--- src/rtl/mdstep_pkg.sv ---
package mdstep_pkg;
  typedef enum logic {
    MODE_MUL = 1'b0,
    MODE_DIV = 1'b1
  } step_mode_e;
endpackage

--- src/rtl/mdstep_seq.sv ---
// Two-cycle step sequencer: accept edge, then execute edge.
module mdstep_seq
  import mdstep_pkg::*;
(
  input  logic       clk,
  input  logic       rst_n,
  input  logic       step_req,
  input  logic       step_mode,
  input  logic       chain_in,
  output logic       busy,
  output logic       exec,
  output step_mode_e mode_q,
  output logic       chain_q
);
  logic accept;
  assign accept = step_req && !busy;
  assign exec   = busy;

  always_ff @(posedge clk or negedge rst_n) begin
    if (!rst_n) begin
      busy    <= 1'b0;
      mode_q  <= MODE_MUL;
      chain_q <= 1'b0;
    end else if (accept) begin
      busy    <= 1'b1;
      mode_q  <= step_mode_e'(step_mode);
      chain_q <= chain_in;
    end else begin
      busy    <= 1'b0;
    end
  end
endmodule

--- src/rtl/mdstep_core.sv ---
// Combinational next-state of the chained register pair for one step.
module mdstep_core
  import mdstep_pkg::*;
#(
  parameter int W = 16
) (
  input  logic [W-1:0] hi,
  input  logic [W-1:0] lo,
  input  logic [W-1:0] opd,
  input  step_mode_e   mode,
  input  logic         cin,
  output logic [W-1:0] hi_nx,
  output logic [W-1:0] lo_nx
);
  localparam int WX = W + 1;

  logic [WX-1:0] sum;
  logic [WX-1:0] rem;
  logic [WX-1:0] diff;
  logic          ge;

  assign sum  = {1'b0, hi} + {1'b0, opd} + {{W{1'b0}}, cin};
  assign rem  = {hi, lo[W-1]};
  assign diff = rem - {1'b0, opd};
  assign ge   = (rem >= {1'b0, opd});

  always_comb begin
    if (mode == MODE_MUL) begin
      if (lo[0]) begin
        hi_nx = sum[WX-1:1];
        lo_nx = {sum[0], lo[W-1:1]};
      end else begin
        hi_nx = {1'b0, hi[W-1:1]};
        lo_nx = {hi[0], lo[W-1:1]};
      end
    end else begin
      hi_nx = ge ? diff[W-1:0] : rem[W-1:0];
      lo_nx = {lo[W-2:0], ge};
    end
  end
endmodule

--- src/rtl/mdstep_regs.sv ---
// Register pair plus operand, with idle-only loads and step update.
module mdstep_regs #(
  parameter int W = 16
) (
  input  logic         clk,
  input  logic         rst_n,
  input  logic         busy,
  input  logic         exec,
  input  logic [W-1:0] ld_data,
  input  logic         ld_hi_en,
  input  logic         ld_lo_en,
  input  logic         ld_opd_en,
  input  logic [W-1:0] hi_nx,
  input  logic [W-1:0] lo_nx,
  output logic [W-1:0] hi,
  output logic [W-1:0] lo,
  output logic [W-1:0] opd
);
  always_ff @(posedge clk or negedge rst_n) begin
    if (!rst_n) begin
      hi  <= '0;
      lo  <= '0;
      opd <= '0;
    end else if (exec) begin
      hi <= hi_nx;
      lo <= lo_nx;
    end else if (!busy) begin
      if (ld_hi_en)  hi  <= ld_data;
      if (ld_lo_en)  lo  <= ld_data;
      if (ld_opd_en) opd <= ld_data;
    end
  end
endmodule

--- src/rtl/mdstep_unit.sv ---
module mdstep_unit
  import mdstep_pkg::*;
#(
  parameter int W = 16
) (
  input  logic         clk,
  input  logic         rst_n,
  input  logic [W-1:0] ld_data,
  input  logic         ld_hi_en,
  input  logic         ld_lo_en,
  input  logic         ld_opd_en,
  input  logic         step_req,
  input  logic         step_mode,
  input  logic         chain_in,
  output logic         busy,
  output logic [W-1:0] hi_out,
  output logic [W-1:0] lo_out,
  output logic [W-1:0] opd_out
);
  logic         exec;
  step_mode_e   mode_q;
  logic         chain_q;
  logic [W-1:0] hi_nx;
  logic [W-1:0] lo_nx;

  mdstep_seq u_seq (
    .clk(clk), .rst_n(rst_n), .step_req(step_req), .step_mode(step_mode),
    .chain_in(chain_in), .busy(busy), .exec(exec), .mode_q(mode_q),
    .chain_q(chain_q)
  );

  mdstep_core #(.W(W)) u_core (
    .hi(hi_out), .lo(lo_out), .opd(opd_out), .mode(mode_q), .cin(chain_q),
    .hi_nx(hi_nx), .lo_nx(lo_nx)
  );

  mdstep_regs #(.W(W)) u_regs (
    .clk(clk), .rst_n(rst_n), .busy(busy), .exec(exec), .ld_data(ld_data),
    .ld_hi_en(ld_hi_en), .ld_lo_en(ld_lo_en), .ld_opd_en(ld_opd_en),
    .hi_nx(hi_nx), .lo_nx(lo_nx), .hi(hi_out), .lo(lo_out), .opd(opd_out)
  );
endmodule

--- config.mk ---
export PLATFORM = sky130hd
export DESIGN_NAME = mdstep_unit
export DESIGN_NICKNAME = d
export VERILOG_FILES = /design/src/rtl/mdstep_pkg.sv /design/src/rtl/mdstep_seq.sv /design/src/rtl/mdstep_core.sv /design/src/rtl/mdstep_regs.sv /design/src/rtl/mdstep_unit.sv
export SDC_FILE = /design/constraint.sdc
export NUM_CORES = 1
export LEC_CHECK = 0
export BUFFER_PORTS_ARGS = -buffer_cell sky130_fd_sc_hd__buf_2
export CAP_MARGIN = 5
export CORE_MARGIN = 3
export CORE_UTILIZATION = 55
export CTS_BUF_LIST = sky130_fd_sc_hd__clkbuf_8 sky130_fd_sc_hd__clkbuf_16
export CTS_CLUSTER_SIZE = 20
export DETAILED_ROUTE_END_ITERATION = 8
export PLACE_DENSITY = 0.79
export SETUP_SLACK_MARGIN = 0.5
export SLEW_MARGIN = 10
export SYNTH_ARGS = -nofsm -noshare
export SYNTH_HDL_FRONTEND = slang
export SYNTH_SLANG_ARGS = --single-unit
export TNS_END_PERCENT = 100
--- constraint.sdc ---
create_clock -name clk -period 4.7 [get_ports clk]
set_clock_uncertainty 0.2 [all_clocks]
set_input_delay 0.47 -clock clk [delete_from_list [all_inputs] [get_ports clk]]
set_output_delay 0.47 -clock clk [all_outputs]
set_load 0.005 [all_outputs]
==> flow_metrics.tcl, run 1 <==
set metrics [dict create \
    clk_latency_ps 310 \
    yosys_warnings 0 \
    hold_class "in -> async" \
    worstPathArrival_ps 3380 \
    tritoncts "done" \
    placed_area_mm2 0.00470 \
    cts.repair.resized 0 \
    fillers 656 \
    synth_area_per_cell_um2 8.55 \
    dieArea_mm2 0.00892 \
    drive_above_1_share_pct 17.9 \
    via_count 4070 \
    fin_setup_tns_ps 0 \
    wl_per_cell_um 18.1 \
    postCtsSetupRepairBufs 0 \
    synth.top_cells.by_count "a21oi_1, dfrtp_1, o21ai_0" \
    post-route-min-period_ps 3410 \
    syn_nets 561 \
    htreeDepth 2 \
    grt_usage_pct 27.5 \
    postSynthCellCount 503 \
    fmax_ghz 0.293 \
    die_width_um 94.4 \
    grt.overflow.total 0 \
    start_util_pct 58.0 \
    max_cap_viol_count 0 \
    clock_path_buffers 2 \
    synthToLayoutAreaGrowth_pct 11.3 \
    r2r_slack_ps 1290 \
    io_pins 73 \
    antenna_found_initial 0 \
    cp_max_fo 16 \
    place_congestion 0.922 \
    status "finished clean" \
    cp-end-kind "register" \
    rows 31 \
    synth_edf_count 0 \
    slowest_delay_ps 800 \
    grt_max_degree 52 \
    viasPerCell 6.19 \
    ys_seq_area_share_pct 29.7 \
    numCtsBuffers 5 \
    cp.required_ps 4670 \
    diodes 0 \
    synth-seq-cells 51 \
    io_buffer_count 72 \
    peakVddDrop_mv 0.230 \
    setup-violations-final 0 \
    nets 616 \
    path_class "reg -> reg" \
    timing.rr.start "u_regs.opd[1]" \
    path_cells "inv_1, ha_1, nor2b_1, o31a_1, o31ai_4, a21oi_2, a311oi_4, buf_4, mux2i_1, a221oi_1" \
    synth.most_common_cell "a21oi_1" \
    drt_pass1_iterations 5 \
    rr_worst_depth 10 \
    cts_sinks 51 \
    core_region_area_mm2 0.00741 \
    final_cell_area_mm2 0.00479 \
    reg2reg_to "u_regs.hi[1]" \
    cts_hold_buf 0 \
    wirelength_um 11900 \
    rsz0062_at_grt "no" \
    worstSetupStartpointType "register" \
    cts_root_buf "clkbuf_8" \
    yosysTopAreaCell "dfrtp_1" \
    tightest_slew_ps 1160 \
    drtIter0Drc 245 \
    grt_pass1_wl_um 19400 \
    fin_crit_sh_pct 72.6 \
    drtAntennaViolNets 0 \
    yosys-top-cells-area "dfrtp_1, ha_1, mux2i_1" \
    synthArstFlopShare_pct 100 \
    grt_pass1_vias 3890 \
    synth_ff_type "dfrtp_1" \
    powerDensity_mw_per_mm2 560 \
    fp.dieH_um 94.4 \
    clk_pin_slew_worst_paths_ps 100 \
    drcViolationCount 0 \
    cpMaxStageDelayCell "a311oi_4" \
    syn_area_mm2 0.00430 \
    maxSlewViolCount 0 \
    p_leak_nw 2.15 \
    slew_headroom_pct 22.6 \
    yosysTopAreaCellShare_pct 29.7 \
    hold_viol_final 0 \
    dpl.hpwl_um 8820 \
    synthDistinctLibCells 54 \
]
==> metal layers <==
layer / GRT usage (%) / vias up / wire length [um]
met3: 3.35 / 18 / 517
met1: 36.3 / 1964 / 5180
li1: - / 1952 / -
met2: 47.2 / 136 / 5930
met4: 8.30 / 0 / 266
met5: 0 / - / 0
==> registers in the layout (all words and copies together), names as in the netlist <==
signal         flops
u_regs.lo         16
u_regs.hi         16
u_seq.chain_q      1
u_seq.mode_q       1
u_seq.busy         1
u_regs.opd        16
==> where the power goes <==
part,internal (mW),switching (mW),leakage (nW)
clock,0.103,0.159,0.0453
sequential,0.537,0.173,0.599
combinational,0.766,0.944,1.51
total,1.41,1.28,2.15
==> critical path, delay by kind of cell, from the launching register on <==
kind | cells | cell delay, ps
compound gates | 5 | 1540
fa+ha+maj | 1 | 270
buf+inv | 2 | 480
flops | 1 | 410
mux | 1 | 220
simple gates | 1 | 140
==> placed cells by master (no fill, tap or decap), types with 26 or more instances in the layout <==
master    Yosys  layout
a211oi_1     32      32
nor2_1       34      34
mux2i_1      30      30
nor2b_1      27      26
ha_1         31      31
o21ai_0      35      35
buf_2         1      72
inv_1        27      28
nand2_1      34      34
dfrtp_1      51      51
a21oi_1      52      52
==> final cells by class <==
type / count / area [um^2] / share of cell area [%]
multi-input combinational: 397 / 2810 / 58.7
sequential: 51 / 1280 / 26.7
timing repair buffer: 76 / 390 / 8.15
tap: 99 / 124 / 2.59
inverter: 27 / 101 / 2.12
clock buffer: 5 / 68.8 / 1.44
clock inverter: 3 / 16.3 / 0.340
==> cell families after synthesis <==
group	Yosys count	share of synthesized area [%]
compound gates	177	26.9
simple gates	127	14.6
buf+inv	55	5.00
flops	51	29.7
mux	39	9.34
fa+ha+maj	34	10.4
xor+xnor	20	4.07
==> how the worst max path moves through the flow <==
stage,from,end,cells after the start
2_1_floorplan,u_regs.hi[0],u_regs.hi[13],11
3_3_place_gp,u_regs.opd[1],u_regs.hi[1],10
3_5_place_dp,u_regs.hi[0],u_regs.hi[1],9
4_1_cts,u_regs.hi[0],u_regs.hi[1],9
5_1_grt,u_regs.opd[1],u_regs.hi[1],10
6_report,u_regs.opd[1],u_regs.hi[1],10
==> stage by stage <==
stage                     util [%]  hold WS (ps)  setup WS (ps)  instances  power, mW
final                         64.6          60.7           1290        658       2.68
after global routing          64.6           106           1090        658       2.92
after CTS                     64.6           103           1310        658       2.67
after detailed placement      63.5           346           1340        650       2.40
after global placement        63.5           337           1430        650       2.35
after floorplan                  -         -25.6           1830        503       1.97
(Power assumes the default switching activity.)
==> run 2: changes to the inputs <==
--- a/config.mk
+++ b/config.mk
@@ -8,7 +8,7 @@
 export BUFFER_PORTS_ARGS = -buffer_cell sky130_fd_sc_hd__buf_2
 export CAP_MARGIN = 5
 export CORE_MARGIN = 3
-export CORE_UTILIZATION = 55
+export CORE_UTILIZATION = 52
 export CTS_BUF_LIST = sky130_fd_sc_hd__clkbuf_8 sky130_fd_sc_hd__clkbuf_16
 export CTS_CLUSTER_SIZE = 20
 export DETAILED_ROUTE_END_ITERATION = 8
==> constraint.sdc (replaced) <==
create_clock -name clk -period 2.9 [get_ports clk]
set_clock_uncertainty 0.2 [all_clocks]
set_input_delay 0.29 -clock clk [delete_from_list [all_inputs] [get_ports clk]]
set_output_delay 0.29 -clock clk [all_outputs]
set_load 0.005 [all_outputs]
==> run 2 against run 1 <==
Compared with the run above: core utilization grew 4.1 points; final cell count grew 7.0%; flip-flop and latch count is the same; register-to-register slack lost 1300 ps; via count grew 8.3%; power grew 97%; die area grew 5.4%; combinational power grew 110%; routed wire length grew 13%.
==> flow_metrics.tcl, run 2 (synthesis gave the netlist of run 1 again) <==
set metrics [dict create \
    path_cells "fa_2, inv_2, fa_2, nor2b_2, o31a_1, o211ai_1, a21oi_2, buf_6, o31ai_4, o21bai_1, mux2_2, o211a_1" \
    diodes 0 \
    rsz0062_at_grt "yes" \
    tritoncts "done" \
    core_region_area_mm2 0.00789 \
    fp.dieH_um 96.9 \
    final_cell_mix "buf_2, dfrtp_1, a21oi_1" \
    peakVddDrop_mv 0.399 \
    fin_crit_sh_pct 100 \
    antenna_found_initial 0 \
    path_buf_inv 2 \
    rows 32 \
    via_count 4408 \
    viasPerCell 6.26 \
    drtAntennaViolNets 0 \
    place_congestion 0.925 \
    grt_usage_pct 27.3 \
    pre_cts_ws_ps -89.0 \
    cp.required_ps 2910 \
    clk_latency_ps 320 \
    fillers 564 \
    dpl.hpwl_um 9510 \
    wirelength_um 13400 \
    drt_pass1_iterations 5 \
    nets 659 \
    crit_path_frequent_cell "fa_2" \
    grt_pass1_vias 4192 \
    clock_path_buffers 2 \
    final_cell_area_mm2 0.00542 \
    drcViolationCount 0 \
    wl_per_cell_um 19.1 \
    max_cap_viol_count 0 \
    post-route-min-period_ps 2900 \
    reg.largest.list "u_regs.hi (16), u_regs.lo (16), u_regs.opd (16)" \
    p_leak_nw 2.40 \
    io_pins 73 \
    path_class "reg -> reg" \
    cp-end-kind "register" \
    setup-violations-final 0 \
    worst_slack_ps 0.994 \
    tightest_slew_ps 786 \
    slew_headroom_pct 47.6 \
    die_width_um 96.9 \
    clk_pin_slew_worst_paths_ps 100 \
    worstSetupStartpointType "register" \
    numCtsBuffers 5 \
    utilization_pct 68.8 \
    layout_commonest_cell "buf_2" \
    powerDensity_mw_per_mm2 972 \
    fmax_ghz 0.345 \
    worstPathArrival_ps 2910 \
    start_util_pct 54.5 \
    grt_pass1_wl_um 21100 \
    cpMaxStageDelayCell "dfrtp_2" \
    grt.overflow.total 0 \
    grt_max_degree 52 \
    maxSlewViolCount 0 \
    io_buffer_count 72 \
    dieArea_mm2 0.00940 \
    cp_top_family "compound AO/OA/AOI/OAI gates" \
    synthToLayoutAreaGrowth_pct 26.1 \
    cts_root_buf "clkbuf_8" \
    drtIter0Drc 346 \
    drive_above_1_share_pct 30.4 \
    status "finished clean" \
    htreeDepth 2 \
    cp_max_fo 3 \
    placed_area_mm2 0.00492 \
    slowest_delay_ps 450 \
    hold_viol_final 0 \
    hold_class "in -> reg" \
    cts_sinks 51 \
]
==> run 2: cell types whose count changed in the layout (fill, tap and decap cells not counted), sizes merged <==
cell | before | now
buf | 76 | 116
dlygate4sd3 | 0 | 3
bufinv | 0 | 1
clkinv | 1 | 0
==> run 2: cell type report <==
cell class              count  area [um^2]  area share, %
clock buffers               5         68.8           1.27
clock inverters             3         41.3          0.761
flip-flops and latches     51         1280           23.6
repair buffers            119          751           13.8
inverters                  27          104           1.91
well taps                 102          128           2.35
multi-input cells         397         3050           56.3
==> run 2: worst paths after layout <==
kind	from	to	slack (ps)	depth (start not counted)
worst max-delay path	u_regs.opd[0]	u_regs.hi[13]	1	12
worst min-delay path	ld_data[14]	u_regs.opd[14]	20	3
worst max register to register	u_regs.opd[0]	u_regs.hi[13]	1	12
worst min register to register	u_seq.chain_q	u_seq.chain_q	380	1
max in group asynchronous	rst_n	u_regs.hi[2]	1580	3
min in group asynchronous	rst_n	u_regs.hi[12]	410	3
==> run 2: layer usage <==
metal | global-route usage [%] | up-vias | share of wire [%]
met5 | 0 | - | 0
met4 | 12.4 | 0 | 4.5
met1 | 35.7 | 2098 | 42
met2 | 44.6 | 222 | 47
li1 | - | 2044 | -
met3 | 4.18 | 44 | 6.2
==> run 2: worst min-delay path: cells and delay by family <==
| kind | cells | cell delay [ps] |
|---|---|---|
| buffers and inverters | 1 | 110 |
| and+or+nand+nor | 1 | 50 |
| AOI/OAI and AO/OA | 1 | 60 |
==> run 2: timing repair <==
| action | 4_1_cts | 5_1_grt |
|---|---|---|
| endpoints found under the hold margin | 53 | 0 |
| resized for setup | 28 | 20 |
| hold buffers | 3 | 0 |
| setup endpoints to repair | 17 | 17 |
| pin swaps | 12 | 7 |
| setup buffers | 10 | 9 |
| gates cloned | 2 | 0 |
==> run 2: report_power, final <==
part           leakage [nW]  switching (mW)  total (mW)  internal (mW)
combinational          1.75            1.89        3.63           1.74
clock                0.0556           0.258       0.512          0.255
sequential            0.596           0.259        1.13          0.874
==> run 2: metrics by stage <==
step                hold WS (ps)  cells  TNS (ps)  total power, mW
finish                      22.8    704         0             5.27
floorplan                   -206    503         0             3.29
global route                46.8    704      -689             5.62
CTS                         15.5    695         0             4.96
detailed placement           260    672     -89.0             4.12
global placement             252    672         0             4.03
==> run 3: changes to the inputs <==
--- a/config.mk
+++ b/config.mk
@@ -13,6 +13,7 @@
 export CTS_CLUSTER_SIZE = 20
 export DETAILED_ROUTE_END_ITERATION = 8
 export PLACE_DENSITY = 0.79
+export REMOVE_ABC_BUFFERS = 1
 export SETUP_SLACK_MARGIN = 0.5
 export SLEW_MARGIN = 10
 export SYNTH_ARGS = -nofsm -noshare
==> run 3 against run 2 <==
Compared with the run above: the run now ends with negative hold slack, negative setup slack left; global-route usage increased by 1.7 points; routed wire length up 7.4%; hold slack worse by 24 ps; fmax decreased by 2.0%; via count rose by 4.4%; final area up 1.7%; setup slack got worse by 58 ps; critical path type unchanged; largest power group unchanged.
==> flow_metrics.tcl, run 3 (synthesis gave the netlist of run 1 again) <==
set metrics [dict create \
    status "finished, violations left" \
    violations "negative hold slack, negative setup slack" \
    nets 674 \
    numCtsBuffers 5 \
    place_congestion 0.985 \
    die_width_um 96.9 \
    cp.required_ps 2870 \
    io_buffer_count 72 \
    synthToLayoutAreaGrowth_pct 28.3 \
    holdCritStartpoint "ld_data[11]" \
    dpl.hpwl_um 9820 \
    grt_usage_pct 29.1 \
    drcViolationCount 0 \
    use_met3_pct 4.33 \
    reg2reg_to "u_regs.hi[4]" \
    use_met2_pct 47.0 \
    wirelength_um 14400 \
    diodes 0 \
    r2r_slack_ps -60 \
    drtIter0Drc 379 \
    antenna_found_initial 0 \
    tritoncts "done" \
    start_util_pct 54.5 \
    grt.met1_usage_pct 37.4 \
    grt_pass1_wl_um 22300 \
    fin_setup_tns_ps -319 \
    cp_max_fo 5 \
    worst_slack_ps -57.5 \
    tightest_slew_ps 744 \
    fmax_ghz 0.338 \
    multi_input_area_mm2 0.00305 \
    slew_headroom_pct 50.4 \
    fp.dieH_um 96.9 \
    reg.largest.list "u_regs.hi (16), u_regs.lo (16), u_regs.opd (16)" \
    top_usage_layer "met2" \
    clk_latency_ps 330 \
    grt.overflow.total 0 \
    wl_per_cell_um 20.1 \
    worstHoldPathCells 3 \
    rows 32 \
    placed_area_mm2 0.00495 \
    rr_worst_depth 14 \
    worstPathArrival_ps 2930 \
    layout_commonest_cell "buf_2" \
    timing.rr.start "u_regs.lo[15]" \
    p_leak_nw 2.47 \
    regArea_mm2 0.00128 \
    powerDensity_mw_per_mm2 981 \
    path_class "reg -> reg" \
    clk_pin_slew_worst_paths_ps 110 \
    fillers 596 \
    post-route-min-period_ps 2960 \
    dieArea_mm2 0.00940 \
    setup-violations-final 11 \
    viasPerCell 6.40 \
    drtAntennaViolNets 0 \
    rsz0062_at_grt "yes" \
    via_count 4601 \
    worstSetupStartpointType "register" \
    hold_class "in -> reg" \
    final_cell_mix "buf_2, buf_4, a21oi_1" \
    cts_sinks 51 \
    final_cell_area_mm2 0.00552 \
    whs_endpoint "u_regs.opd[11]" \
    grt_max_degree 31 \
    maxSlewViolCount 0 \
    cp-end-kind "register" \
    clock_path_buffers 2 \
    drt_pass1_iterations 5 \
    htreeDepth 2 \
    peakVddDrop_mv 0.615 \
    cts_root_buf "clkbuf_8" \
    drive_above_1_share_pct 31.9 \
    io_pins 73 \
    max_cap_viol_count 0 \
    holdWs_ps -1.12 \
    core_region_area_mm2 0.00789 \
    fin_crit_sh_pct 102 \
    hold_viol_final 1 \
    grt_pass1_vias 4446 \
]
[run 3: worst max-delay path: stages, from the launching register on]
cell and delay [ps]:
dfrtp_1 420, inv_1 80, ha_2 200, buf_4 110, buf_6 100, nor2b_4 40, o31a_1 310, o31ai_4 240
a21oi_2 130, a311oi_4 400, buf_4 190, buf_6 120, nor3_2 50, a21oi_1 130, a221oi_1 90
[run 3: how the worst max path moves through the flow]
stage	startpoint	endpoint	slack, ps	cells after the start
after floorplan	u_regs.hi[0]	u_regs.hi[3]	-350	9
after global placement	u_regs.lo[15]	u_regs.hi[12]	-150	13
after detailed placement	u_regs.hi[0]	u_regs.hi[8]	-180	10
after CTS	u_regs.lo[15]	u_regs.hi[12]	40	13
after global routing	u_regs.opd[0]	u_regs.hi[8]	-150	13
final	u_regs.lo[15]	u_regs.hi[4]	-60	14
[run 3: metal layers]
layer | routed length (um) | vias up
met5 | 0 | -
met4 | 852 | 0
met3 | 1080 | 70
met2 | 6750 | 256
met1 | 5760 | 2196
li1 | - | 2079
[run 3: power breakdown]
part	total (mW)	leakage [nW]	internal [mW]	switching, mW
combinational	3.86	1.84	1.85	2.01
clock	0.443	0.0402	0.169	0.274
sequential	1.11	0.597	0.875	0.235
[run 3: cell type report]
class | instances | area share (%)
Clock buffer | 5 | 1.25
Inverter | 27 | 1.84
Clock inverter | 3 | 0.363
Timing Repair Buffer | 134 | 15.7
Multi-Input combinational cell | 397 | 55.3
Sequential cell | 51 | 23.2
Tap cell | 102 | 2.31
[run 3: timing repair]
item | CTS | global route
buffers inserted | 15 | 7
resized for setup | 37 | 22
endpoints found under the setup margin | 17 | 17
cloned | 1 | 0
hold buffers | 2 | 0
hold endpoints to repair | 52 | 0
pin swaps | 19 | 25
[run 3: per-stage QoR]
stage	power, mW	std cells	utilization [%]	worst slack (ps)
after global placement	4.09	686	62.8	-151
after floorplan	3.15	475	-	-353
after detailed placement	4.17	686	62.8	-178
final	5.41	719	69.9	-57.5
after CTS	5.01	712	68.0	35.6
after global routing	5.76	719	69.9	-152
